`config.mk`:
```
export PLATFORM = sky130hd
export DESIGN_NAME = opsel_top
export DESIGN_NICKNAME = d
export VERILOG_FILES = /design/src/rtl/opsel_pkg.sv /design/src/rtl/opsel_bufreg.sv /design/src/rtl/opsel_pinmux.sv /design/src/rtl/opsel_top.sv
export SDC_FILE = /design/constraint.sdc
export NUM_CORES = 1
export LEC_CHECK = 0
export ABC_CLOCK_PERIOD_IN_PS = 3000
export BUFFER_PORTS_ARGS = -buffer_cell sky130_fd_sc_hd__clkbuf_2
export CORE_MARGIN = 2
export CORE_UTILIZATION = 43
export CTS_CLUSTER_DIAMETER = 150
export DETAILED_ROUTE_END_ITERATION = 8
export GPL_TIMING_DRIVEN = 0
export PLACE_DENSITY = 0.81
export SLEW_MARGIN = 20
export SYNTH_ARGS = -nofsm -noshare
export SYNTH_HDL_FRONTEND = slang
export SYNTH_HIERARCHICAL = 1
export SYNTH_SLANG_ARGS = --single-unit
```
`constraint.sdc`:
```
create_clock -name clk -period 3 [get_ports clk]
set_input_delay 0.45 -clock clk [delete_from_list [all_inputs] [get_ports clk]]
set_output_delay 0.45 -clock clk [all_outputs]
set_load 0.02 [all_outputs]
```
`src/rtl/opsel_pkg.sv`:
```
package opsel_pkg;
    localparam int NUM_PHASES = 3;
    localparam int NUM_PINS   = 2 * NUM_PHASES;
    localparam int BUS_W      = 8;
    localparam int PAD_W      = BUS_W - NUM_PINS;

    typedef enum logic {
        TRIG_CMP = 1'b0,
        TRIG_SW  = 1'b1
    } trig_src_e;
endpackage

```
`src/rtl/opsel_bufreg.sv`:
```
module opsel_bufreg #(
    parameter int W     = 6,
    parameter int BUS_W = 8
) (
    input  logic             clk,
    input  logic             rst_n,
    input  logic             wr,
    input  logic [BUS_W-1:0] wdata,
    input  logic             load_evt,
    input  logic             run,
    output logic [W-1:0]     stage_q,
    output logic [W-1:0]     act_q
);
    logic [W-1:0] wval;
    assign wval = wdata[W-1:0];

    always_ff @(posedge clk or negedge rst_n) begin
        if (!rst_n) begin
            stage_q <= '0;
        end else if (wr) begin
            stage_q <= wval;
        end
    end

    always_ff @(posedge clk or negedge rst_n) begin
        if (!rst_n) begin
            act_q <= '0;
        end else if (wr && (!run || load_evt)) begin
            act_q <= wval;
        end else if (load_evt) begin
            act_q <= stage_q;
        end
    end

    AST_STAGE_WRITE: assert property (@(posedge clk) disable iff (!rst_n)
        wr |=> stage_q == $past(wdata[W-1:0]));
    AST_RUN_WRITE_HOLD: assert property (@(posedge clk) disable iff (!rst_n)
        (wr && run && !load_evt) |=> $stable(act_q));
    AST_LOAD_COPY: assert property (@(posedge clk) disable iff (!rst_n)
        (load_evt && !wr) |=> act_q == $past(stage_q));
    AST_HALT_THROUGH: assert property (@(posedge clk) disable iff (!rst_n)
        (wr && !run) |=> act_q == $past(wdata[W-1:0]));
    AST_COLLIDE_NEW: assert property (@(posedge clk) disable iff (!rst_n)
        (wr && load_evt) |=> act_q == stage_q);
    AST_ACT_HOLD: assert property (@(posedge clk) disable iff (!rst_n)
        (!wr && !load_evt) |=> $stable(act_q));
endmodule

```
`src/rtl/opsel_pinmux.sv`:
```
module opsel_pinmux #(
    parameter int PHASES = 3,
    parameter int PINS   = 2 * PHASES
) (
    input  logic [PINS-1:0] act,
    input  logic            pair_mode,
    input  logic [PINS-1:0] pwm,
    input  logic [PINS-1:0] lvl,
    output logic [PINS-1:0] pins
);
    for (genvar k = 0; k < PHASES; k++) begin : g_phase
        logic sel_main;
        logic sel_comp;
        assign sel_main = act[2*k];
        assign sel_comp = pair_mode ? act[2*k] : act[2*k+1];
        assign pins[2*k]   = sel_main ? lvl[2*k]   : pwm[2*k];
        assign pins[2*k+1] = sel_comp ? lvl[2*k+1] : pwm[2*k+1];

        always_comb begin
            if (pair_mode && (lvl[2*k+1] != pwm[2*k+1]) && (lvl[2*k] != pwm[2*k]))
                AST_PAIR_TIED: assert ((pins[2*k] == lvl[2*k]) == (pins[2*k+1] == lvl[2*k+1]));
        end
    end
endmodule

```
`src/rtl/opsel_top.sv`:
```
module opsel_top
    import opsel_pkg::*;
(
    input  logic                clk,
    input  logic                rst_n,
    input  logic                bus_wr,
    input  logic [BUS_W-1:0]    bus_wdata,
    output logic [BUS_W-1:0]    bus_rdata,
    input  logic                trig_sel,
    input  logic                cmp_match,
    input  logic                sw_load,
    input  logic                pair_mode,
    input  logic                counter_run,
    input  logic [NUM_PINS-1:0] pwm_in,
    input  logic [NUM_PINS-1:0] level_in,
    output logic [NUM_PINS-1:0] pin_out
);
    logic [NUM_PINS-1:0] stage_q;
    logic [NUM_PINS-1:0] act_q;
    logic                load_evt;
    trig_src_e           src;

    assign src = trig_src_e'(trig_sel);

    always_comb begin
        unique case (src)
            TRIG_CMP: load_evt = cmp_match;
            TRIG_SW:  load_evt = sw_load;
            default:  load_evt = 1'b0;
        endcase
    end

    opsel_bufreg #(.W(NUM_PINS), .BUS_W(BUS_W)) u_bufreg (
        .clk      (clk),
        .rst_n    (rst_n),
        .wr       (bus_wr),
        .wdata    (bus_wdata),
        .load_evt (load_evt),
        .run      (counter_run),
        .stage_q  (stage_q),
        .act_q    (act_q)
    );

    assign bus_rdata = {{PAD_W{1'b1}}, stage_q};

    opsel_pinmux #(.PHASES(NUM_PHASES), .PINS(NUM_PINS)) u_pinmux (
        .act       (act_q),
        .pair_mode (pair_mode),
        .pwm       (pwm_in),
        .lvl       (level_in),
        .pins      (pin_out)
    );

    AST_RESERVED_HIGH: assert property (@(posedge clk) disable iff (!rst_n)
        bus_rdata[BUS_W-1:NUM_PINS] == {PAD_W{1'b1}});
    AST_SW_IGNORED: assert property (@(posedge clk) disable iff (!rst_n)
        (!trig_sel && sw_load && !cmp_match && !bus_wr) |=> $stable(act_q));
    AST_CMP_IGNORED: assert property (@(posedge clk) disable iff (!rst_n)
        (trig_sel && cmp_match && !sw_load && !bus_wr) |=> $stable(act_q));
endmodule

```
; ---- After elaboration in Yosys (flattened, before gate mapping)
; Index checks and enable logic that the tools add are counted.
[op_classes]
n_mux = 12
n_bitwise = 1
reduce_logical = 4
[op_table]
columns = cell, count
row1 = $mux 6, 2
row2 = $mux 1, 9
row3 = $pmux 1 s2, 1
row4 = $reduce_bool 2->1, 1
row5 = $logic_and 1x1->1, 1
row6 = $logic_not 1->1, 1
row7 = $logic_or 1x1->1, 1
row8 = $not 1->1, 1
[word_totals]
register_bits = 12
in_bits = 28
out_inout_bits = 14

; ---- Longest topological paths before layout
; Gate-level depths: netlist of the first run.
[depth]
depth_word = 5
ltp_mapped = 5
mapped_depth_nobuf = 4

; ---- Cells and area by module
; The synthesis of the first run kept the hierarchy.
[modules_own_cells]
columns = mod, instances, cells_per_inst, area_each_um2
row1 = opsel_bufreg, 1, 40, 529.3
row2 = opsel_pinmux, 1, 9, 97.6
row3 = opsel_top, 1, 4, 33.8

; ---- Least setup slack after synthesis of the first run
; No wires, ideal clock.
[synth_path]
path_type = input port to output port
start = input port pair_mode
end = output port pin_out[1]
t_arrival_ns = 1.038
t_required_ns = 2.550
path_slack_ns = 1.512
path_stages = 2
cell_sequence = mux2i_1 > mux2_1
[synth_between]
elab_chain_cells = 2
[synth_rtl]
columns = element, line
row1 = "start, declared", opsel_top.sv:12  ; input logic pair_mode,
row2 = $mux 1, opsel_pinmux.sv:15  ; assign sel_comp = pair_mode ? act[2*k] : act[2*k+1];
row3 = $mux 1, opsel_pinmux.sv:17  ; assign pins[2*k+1] = sel_comp ? lvl[2*k+1] : pwm[2*k+1];
row4 = "end, declared", opsel_top.sv:16  ; output logic [NUM_PINS-1:0] pin_out
; Every way passes these cells.

; ---- Final worst setup path of the first run
[layout_path]
start = register u_bufreg.act_q[4]
end = output port pin_out[5]
[layout_between]
elab_chain_cells = 2
[layout_rtl]
columns = element, line
row1 = "start, declared", opsel_bufreg.sv:12  ; output logic [W-1:0] act_q
row2 = "start signal, assigned", opsel_bufreg.sv:29  ; act_q <= wval;
row3 = "start signal, assigned", opsel_bufreg.sv:31  ; act_q <= stage_q;
row4 = $mux 1, opsel_pinmux.sv:15
row5 = $mux 1, opsel_pinmux.sv:17
; Every way passes these cells.

==> flow_summary.toml, run 1 <==
[cells_and_area]
ff_latch_area_um2 = 300
drive_above_1_share_pct = 57.0
final_cells = 109
multi_input_area_um2 = 329
synthToLayoutAreaGrowth_pct = 34.3
stdcell_area_um2 = 887
fin_util_pct = 60.3
fillCellCount = 131
nets = 123
n_antenna_cell = 0

[grt]
grt_start_max_net_pins = 13
track_usage_pct = 15.5
grt_pass1_wl_um = 2080
grt.overflow.total = 0
grt_pass1_vias = 484
antenna_found_initial = 0

[worst_setup_path]
worstPathMaxFanout = 3
worstPathArrival_ns = 1.33
r2r_slack_ns = 1.99
cp.required_ns = 2.55
startpoint_type = "flip-flop"
setup.worst_path.end_class = "output pin"
path_class = "flip-flop to output pin"

[floorplanning]
die_w_um = 43.2
start_util_pct = 44.9
fp.coreArea_um2 = 1470
io_pins = 42
die_area_um2 = 1870
die_y_um = 43.2
rows = 14

[clocking]
cts.sinks = 12
cts_root_buf = "clkbuf_4"
clk_path_buf_depth = 2
cts_resized = 0
clkLatencyLatePin_ns = 0.27
cts_tree = "done"
htreeDepth = 1
post_cts_buffers = 0
postCtsHoldBufs = 0
cts_buffers = 3
clkTransAtPathRegs_ns = 0.07

[logic_synthesis]
ys_types = 14
synth_top_area_share_pct = 45.5
syn_inst = 53
ys_seq_area_share_pct = 45.5
synth_top_cell_by_area = "dfrtp_1"
syn_area_um2 = 661
yosysWarnings = 6
postSynthAreaPerCell_um2 = 12.5
yosys-top-cells-area = "dfrtp_1, mux2_4, o221a_1"
ys_ff_latch = 12

[sta]
layout_min_cycle_time_ns = 1.78
rsz0062_at_grt = "false"
setup_slack_ns = 1.22
hold_violations = 0
max_freq_ghz = 0.563
setup_viol = 0
tns_ns = 0
whs_ns = 0.0515
finalCritPeriodShare_pct = 59.2
slew_violations = 0
fin_skew_ns = 0.00436

[detailed_routing]
dr_total_vias = 550
routedWlPerCell_um = 12.4
drc_errors = 0
vias_per_cell = 5.05
drtIter0Drc = 10
ant_nets = 0
drt_pre_antenna_iters = 4
wl_um = 1350

[power]
pwr-share-clk_pct = 22.4
power_switching_share_pct = 30.5
seqPwrFrac_pct = 45.7
netSwitchingPower_mw = 0.130
power.internal_mw = 0.296
p_per_area_nw_per_um2 = 479
p_total_mw = 0.425
p_leak_nw = 0.470
vdd_drop_max_mv = 0.359
combPwrFrac_pct = 31.9

[placement]
pre_cts_ws_ns = 1.25
gp_congestion = 0.869
place_hpwl_um = 1050
placed_cell_area_um2 = 865
numPortBuffers = 36
dp_cells = 106

[job]
cap_violations = 0

[min_path]
min_path_type = "primary input to async pin"

[status]
status = "finished, final reports clean"
[logic make-up (layout without fill, tap and decap cells)]
logic type / count (synthesis) / in the layout / share of synthesized area, %
multiplexers: 16 / 16 / 30.7
other: 1 / 2 / 0.568
AND/OR/NAND/NOR: 13 / 13 / 7.77
flip-flops: 12 / 12 / 45.5
buffers and inverters: 5 / 44 / 5.30
AO/OA/AOI/OAI: 6 / 6 / 10.2
[worst max-delay path, stage by stage, from the launching register on]
cell	delay, ns
dfrtp_1	0.41
mux2i_1	0.16
mux2_1	0.34
clkbuf_2	0.16
[layout make-up]
class,instances,share of cell area [%]
multi-input cells,37,37.1
flip-flops and latches,12,33.9
repair buffers,36,20.3
plain buffers,4,3.53
clock buffers,3,2.54
well taps,16,2.26
inverters,1,0.423
[placed cells by master, fill, tap and decap left out]
| cell type | count |
|---|---|
| mux2i_1 | 3 |
| buf_2 | 1 |
| conb_1 | 2 |
| buf_6 | 1 |
| inv_1 | 1 |
| nor2_1 | 6 |
| mux2_2 | 3 |
| mux2_4 | 7 |
| buf_4 | 2 |
| nand2_1 | 6 |
| mux2_1 | 3 |
| o221a_1 | 6 |
| nand2b_1 | 1 |
| clkbuf_4 | 3 |
| dfrtp_1 | 12 |
| clkbuf_2 | 36 |
[power by group through the flow]
stage                     logic [mW]  clock network, mW  registers (mW)
final                          0.136             0.0951           0.194
after floorplan               0.0799                  0           0.206
after detailed placement       0.135                  0           0.197
after global routing           0.146              0.107           0.197
after global placement         0.132                  0           0.197
after CTS                      0.137             0.0974           0.195
[state kept, by name, summed over array words and instances (netlist names)]
register,count
u_bufreg/act_q,6
u_bufreg/stage_q,6
[final timing paths]
| path | from | end | depth (start not counted) |
|---|---|---|---|
| setup / recovery | u_bufreg/act_q[4]$_DFFE_PN0P_ | pin_out[5] | 3 |
| hold / removal | rst_n | u_bufreg/act_q[5]$_DFFE_PN0P_ | 1 |
| setup reg to reg | u_bufreg/stage_q[3]$_DFFE_PN0P_ | u_bufreg/act_q[3]$_DFFE_PN0P_ | 2 |
| hold reg to reg | u_bufreg/stage_q[0]$_DFFE_PN0P_ | u_bufreg/stage_q[0]$_DFFE_PN0P_ | 1 |
| max in group asynchronous | rst_n | u_bufreg/act_q[1]$_DFFE_PN0P_ | 1 |
| min in group clk | bus_wdata[0] | u_bufreg/stage_q[0]$_DFFE_PN0P_ | 2 |
[Yosys cell counts]
library cell,count
conb_1,1
o221a_1,6
buf_2,1
inv_1,1
mux2_4,7
mux2i_1,3
nor2_1,6
dfrtp_1,12
mux2_1,3
buf_4,2
buf_6,1
nand2b_1,1
mux2_2,3
nand2_1,6
[per-layer routing]
layer  up-vias  GRT usage [%]  wire length [um]
met5         -              0                 0
met4         0           9.09                31
met3         4           4.68               141
met2        30           25.1               616
met1       247           17.9               559
li1        269              -                 -
No activity file was read; power rests on OpenSTA's default activity.
==> run 2, diff against run 1 <==
Settings changed: ABC_CLOCK_PERIOD_IN_PS 3000 to 1750, CORE_UTILIZATION 43 to 40, PLACE_DENSITY 0.81 to 0.76.
Clock period 3 ns to 1.75 ns, I/O delays scaled along.
==> run 2 against run 1 <==
Largest power group unchanged. Clock power grew 130%. Register-to-register slack lost 1.3 ns. Count of clock-buffer cells in the layout grew 1. Critical path type unchanged. Setup slack lost 1.1 ns. Combinational power grew 72%. Non-clock buffer count grew 1. Via count grew 2.0%.
==> flow_summary.toml, run 2 (synthesis gave the netlist of run 1 again) <==
[floorplanning]
rows = 14
die_area_um2 = 1990
fp.coreArea_um2 = 1520
die_w_um = 44.6
io_pins = 42
die_y_um = 44.6
start_util_pct = 43.3

[cells_and_area]
final_common_cell = "clkbuf_2"
nets = 124
stdcell_area_um2 = 911
reg_top3 = "u_bufreg/act_q (6), u_bufreg/stage_q (6)"
fin_util_pct = 59.8
multi_input_area_um2 = 329
drive_above_1_share_pct = 56.8
fillCellCount = 133
final_cells = 111
final_cell_mix = "clkbuf_2, dfrtp_1, mux2_4"
synthToLayoutAreaGrowth_pct = 37.9
ff_latch_area_um2 = 300
n_antenna_cell = 0

[placement]
place_hpwl_um = 1140
numPortBuffers = 36
dp_cells = 106
placed_cell_area_um2 = 865
gp_congestion = 0.833
pre_cts_ws_ns = 0.391

[detailed_routing]
dr_total_vias = 561
vias_per_cell = 5.05
drtIter0Drc = 5
routedWlPerCell_um = 12.8
drt_pre_antenna_iters = 4
ant_nets = 0
drc_errors = 0
wl_um = 1420

[sta]
slew_violations = 0
max_freq_ghz = 0.629
tns_ns = 0
rsz0062_at_grt = "false"
setup_slack_ns = 0.161
layout_min_cycle_time_ns = 1.59
fin_skew_ns = 0.00127
finalCritPeriodShare_pct = 90.8
setup_viol = 0
hold_violations = 0

[clocking]
cts.sinks = 12
cts_buffers = 3
htreeDepth = 1
cts_tree = "done"
postCtsHoldBufs = 1
clkLatencyLatePin_ns = 0.27
cts_root_buf = "clkbuf_4"
cts_resized = 0
clk_path_buf_depth = 2
post_cts_buffers = 0
clkTransAtPathRegs_ns = 0.07

[worst_setup_path]
path_buf_inv = 1
critical-path-max-stage-delay_ns = 0.40
cp_cell_sequence = "mux2i_1 -> mux2_1 -> clkbuf_2"
cp.required_ns = 1.49
cp_top_family = "multiplexers"
worstPathMaxFanout = 3
startpoint_type = "flip-flop"
path_class = "flip-flop to output pin"
worst_path_max_delay_cell = "dfrtp_1"
setup.worst_path.end_class = "output pin"
worstPathArrival_ns = 1.33

[status]
status = "finished, final reports clean"

[grt]
antenna_found_initial = 0
grt_start_max_net_pins = 13
grt_pass1_wl_um = 2180
grt_pass1_vias = 547
track_usage_pct = 15.4
grt.overflow.total = 0

[job]
cap_violations = 0

[power]
p_per_area_nw_per_um2 = 863
vdd_drop_max_mv = 0.495
p_leak_nw = 0.481

[min_path]
min_path_type = "primary input to flip-flop"
==> run 2: cell types whose count changed in the layout (fill, tap and decap cells not counted), sizes merged <==
cell / before / now
clkbuf: 39 / 40
dlygate4sd3: 0 / 1
==> run 2: stage by stage <==
| stage | hold slack, ns | power, mW |
|---|---|---|
| after global routing | 0.244 | 0.828 |
| after detailed placement | 0.159 | 0.570 |
| after CTS | 0.245 | 0.793 |
| after floorplan | -0.0331 | 0.489 |
| after global placement | 0.154 | 0.565 |
| final | 0.248 | 0.786 |
==> run 2: per-layer routing <==
| metal | routed length [um] | track usage, % |
|---|---|---|
| met1 | 574 | 17.5 |
| met2 | 651 | 26.4 |
| met3 | 153 | 2.86 |
| met4 | 39 | 9.09 |
| met5 | 0 | 0 |
==> run 2: final cells by class <==
class,count,area share [%]
plain buffers,4,3.43
flip-flops and latches,12,33.0
repair buffers,37,20.9
inverters,1,0.412
well taps,16,2.20
multi-input cells,37,36.1
clock buffers,4,3.98
==> run 2: final timing paths <==
| check | cells past startpoint | from | end | slack (ns) |
|---|---|---|---|---|
| min in group asynchronous | 2 | rst_n | u_bufreg/stage_q[0]$_DFFE_PN0P_ | 0.39 |
| setup / recovery | 3 | u_bufreg/act_q[0]$_DFFE_PN0P_ | pin_out[1] | 0.16 |
| hold / removal | 2 | bus_wdata[0] | u_bufreg/stage_q[0]$_DFFE_PN0P_ | 0.25 |
| hold reg to reg | 1 | u_bufreg/stage_q[3]$_DFFE_PN0P_ | u_bufreg/stage_q[3]$_DFFE_PN0P_ | 0.53 |
| setup reg to reg | 2 | u_bufreg/stage_q[1]$_DFFE_PN0P_ | u_bufreg/act_q[1]$_DFFE_PN0P_ | 0.74 |
| max in group asynchronous | 2 | rst_n | u_bufreg/stage_q[4]$_DFFE_PN0P_ | 1.13 |
==> run 2: worst register-to-register path, delay by kind of cell (launching register included) <==
kind           cells  cell delay [ns]
flip-flops         1             0.39
AO/OA/AOI/OAI      1             0.23
multiplexers       1             0.28
==> run 2: power breakdown <==
group | switching (mW) | total, mW | internal (mW)
logic | 0.118 | 0.234 | 0.117
clock network | 0.0919 | 0.219 | 0.127
registers | 0.0211 | 0.333 | 0.312
==> run 3, diff against run 2 <==
Settings changed: ABC_CLOCK_PERIOD_IN_PS 1750 to 1700, SETUP_SLACK_MARGIN set to 0.02.
Clock period 1.75 ns to 1.7 ns, I/O delays scaled along.
==> run 3 against run 2 <==
First-iteration DRC count unchanged. Non-clock buffer count unchanged. Global-route usage is the same. Cell area rose by 0.69%. Via count grew 0.36%. Clock power grew 3%. Utilization increased by 0.41 points. Critical path type unchanged.
==> flow_summary.toml, run 3 (synthesis gave the netlist of run 1 again) <==
[status]
status = "finished, final reports clean"

[worst_setup_path]
critical-path-max-stage-delay_ns = 0.40
path_buf_inv = 1
cp_cell_sequence = "mux2i_1 -> mux2_1 -> clkbuf_2"
path_class = "flip-flop to output pin"
startpoint_type = "flip-flop"
setup.worst_path.end_class = "output pin"
worstPathArrival_ns = 1.33
cp.required_ns = 1.44
worstPathMaxFanout = 3
worst_path_max_delay_cell = "dfrtp_1"
cp_top_family = "multiplexers"

[sta]
setup_viol = 0
hold_violations = 0
max_freq_ghz = 0.633
tns_ns = 0
whs_ns = 0.240
layout_min_cycle_time_ns = 1.58
rsz0062_at_grt = "false"
slew_violations = 0
fin_skew_ns = 0.00127
finalCritPeriodShare_pct = 93.0
setup_slack_ns = 0.119

[min_path]
min_path_type = "primary input to flip-flop"

[grt]
grt_start_max_net_pins = 13
grt_pass1_vias = 547
grt.overflow.total = 0
grt_pass1_wl_um = 2180
track_usage_pct = 15.4
antenna_found_initial = 0

[floorplanning]
rows = 14
die_area_um2 = 1990
die_w_um = 44.6
io_pins = 42
fp.coreArea_um2 = 1520
die_y_um = 44.6
start_util_pct = 43.3

[clocking]
htreeDepth = 1
cts.sinks = 12
clkTransAtPathRegs_ns = 0.07
cts_root_buf = "clkbuf_4"
clkLatencyLatePin_ns = 0.27
post_cts_buffers = 0
cts_tree = "done"
cts_buffers = 3
clk_path_buf_depth = 2

[detailed_routing]
routedWlPerCell_um = 12.8
drt_pre_antenna_iters = 4
drtIter0Drc = 5
ant_nets = 0
vias_per_cell = 5.07
drc_errors = 0
wl_um = 1420
dr_total_vias = 563

[cells_and_area]
final_common_cell = "clkbuf_2"
n_antenna_cell = 0
final_cells = 111
fin_util_pct = 60.2
drive_above_1_share_pct = 57.9
synthToLayoutAreaGrowth_pct = 38.8
reg_top3 = "u_bufreg/act_q (6), u_bufreg/stage_q (6)"
nets = 124
final_cell_mix = "clkbuf_2, dfrtp_1, mux2_4"

[placement]
gp_congestion = 0.833
numPortBuffers = 36
dp_cells = 106
place_hpwl_um = 1140
pre_cts_ws_ns = 0.356

[power]
p_per_area_nw_per_um2 = 888
vdd_drop_max_mv = 0.510
p_leak_nw = 0.483

[job]
cap_violations = 0
==> run 3: cell types whose count changed in the layout (fill, tap and decap cells not counted), sizes merged <==
cell    change
buf         +1
clkbuf      -1
==> run 3: timing repair <==
item,CTS,global route
hold buffers,1,0
endpoints found under the hold margin,12,0
resized for setup,0,4
endpoints found under the setup margin,0,1
==> run 3: cell type report <==
type                            instances  area (um2)
Fill cell                             132         607
Multi-Input combinational cell         37         329
Sequential cell                        12         300
Timing Repair Buffer                   37         196
Clock buffer                            4        36.3
Buffer                                  4        31.3
Tap cell                               16        20.0
Inverter                                1        3.75
==> run 3: path summary, 6_finish.rpt <==
path	end	slack [ns]	startpoint	cells after the start
max reg2reg	u_bufreg/act_q[1]$_DFFE_PN0P_	0.69	u_bufreg/stage_q[1]$_DFFE_PN0P_	2
min in group asynchronous	u_bufreg/stage_q[0]$_DFFE_PN0P_	0.38	rst_n	2
min reg2reg	u_bufreg/stage_q[3]$_DFFE_PN0P_	0.53	u_bufreg/stage_q[3]$_DFFE_PN0P_	1
max	pin_out[3]	0.12	u_bufreg/act_q[2]$_DFFE_PN0P_	3
min	u_bufreg/stage_q[0]$_DFFE_PN0P_	0.24	bus_wdata[0]	2
max in group asynchronous	u_bufreg/stage_q[4]$_DFFE_PN0P_	1.09	rst_n	2
==> run 3: report_power, final <==
part	switching, mW	leakage (nW)	internal, mW
Sequential	0.0217	0.139	0.321
Combinational	0.122	0.323	0.125
Clock	0.0946	0.0210	0.130
==> run 3: metrics by stage <==
| stage | power [mW] | instance area [um2] |
|---|---|---|
| 2_1_floorplan | 0.504 | 664 |
| 3_5_place_dp | 0.587 | 865 |
| 3_3_place_gp | 0.582 | 865 |
| 5_1_grt | 0.858 | 917 |
| 4_1_cts | 0.816 | 911 |
| 6_report | 0.814 | 917 |
==> run 3: layer usage <==
metal  track usage, %  up-vias  share of wire [%]
li1                 -      272                  -
met1             17.5      247                 41
met2             26.4       39                 46
met3             2.86        5                 10
met4             9.09        0                2.8
met5                0        -                  0
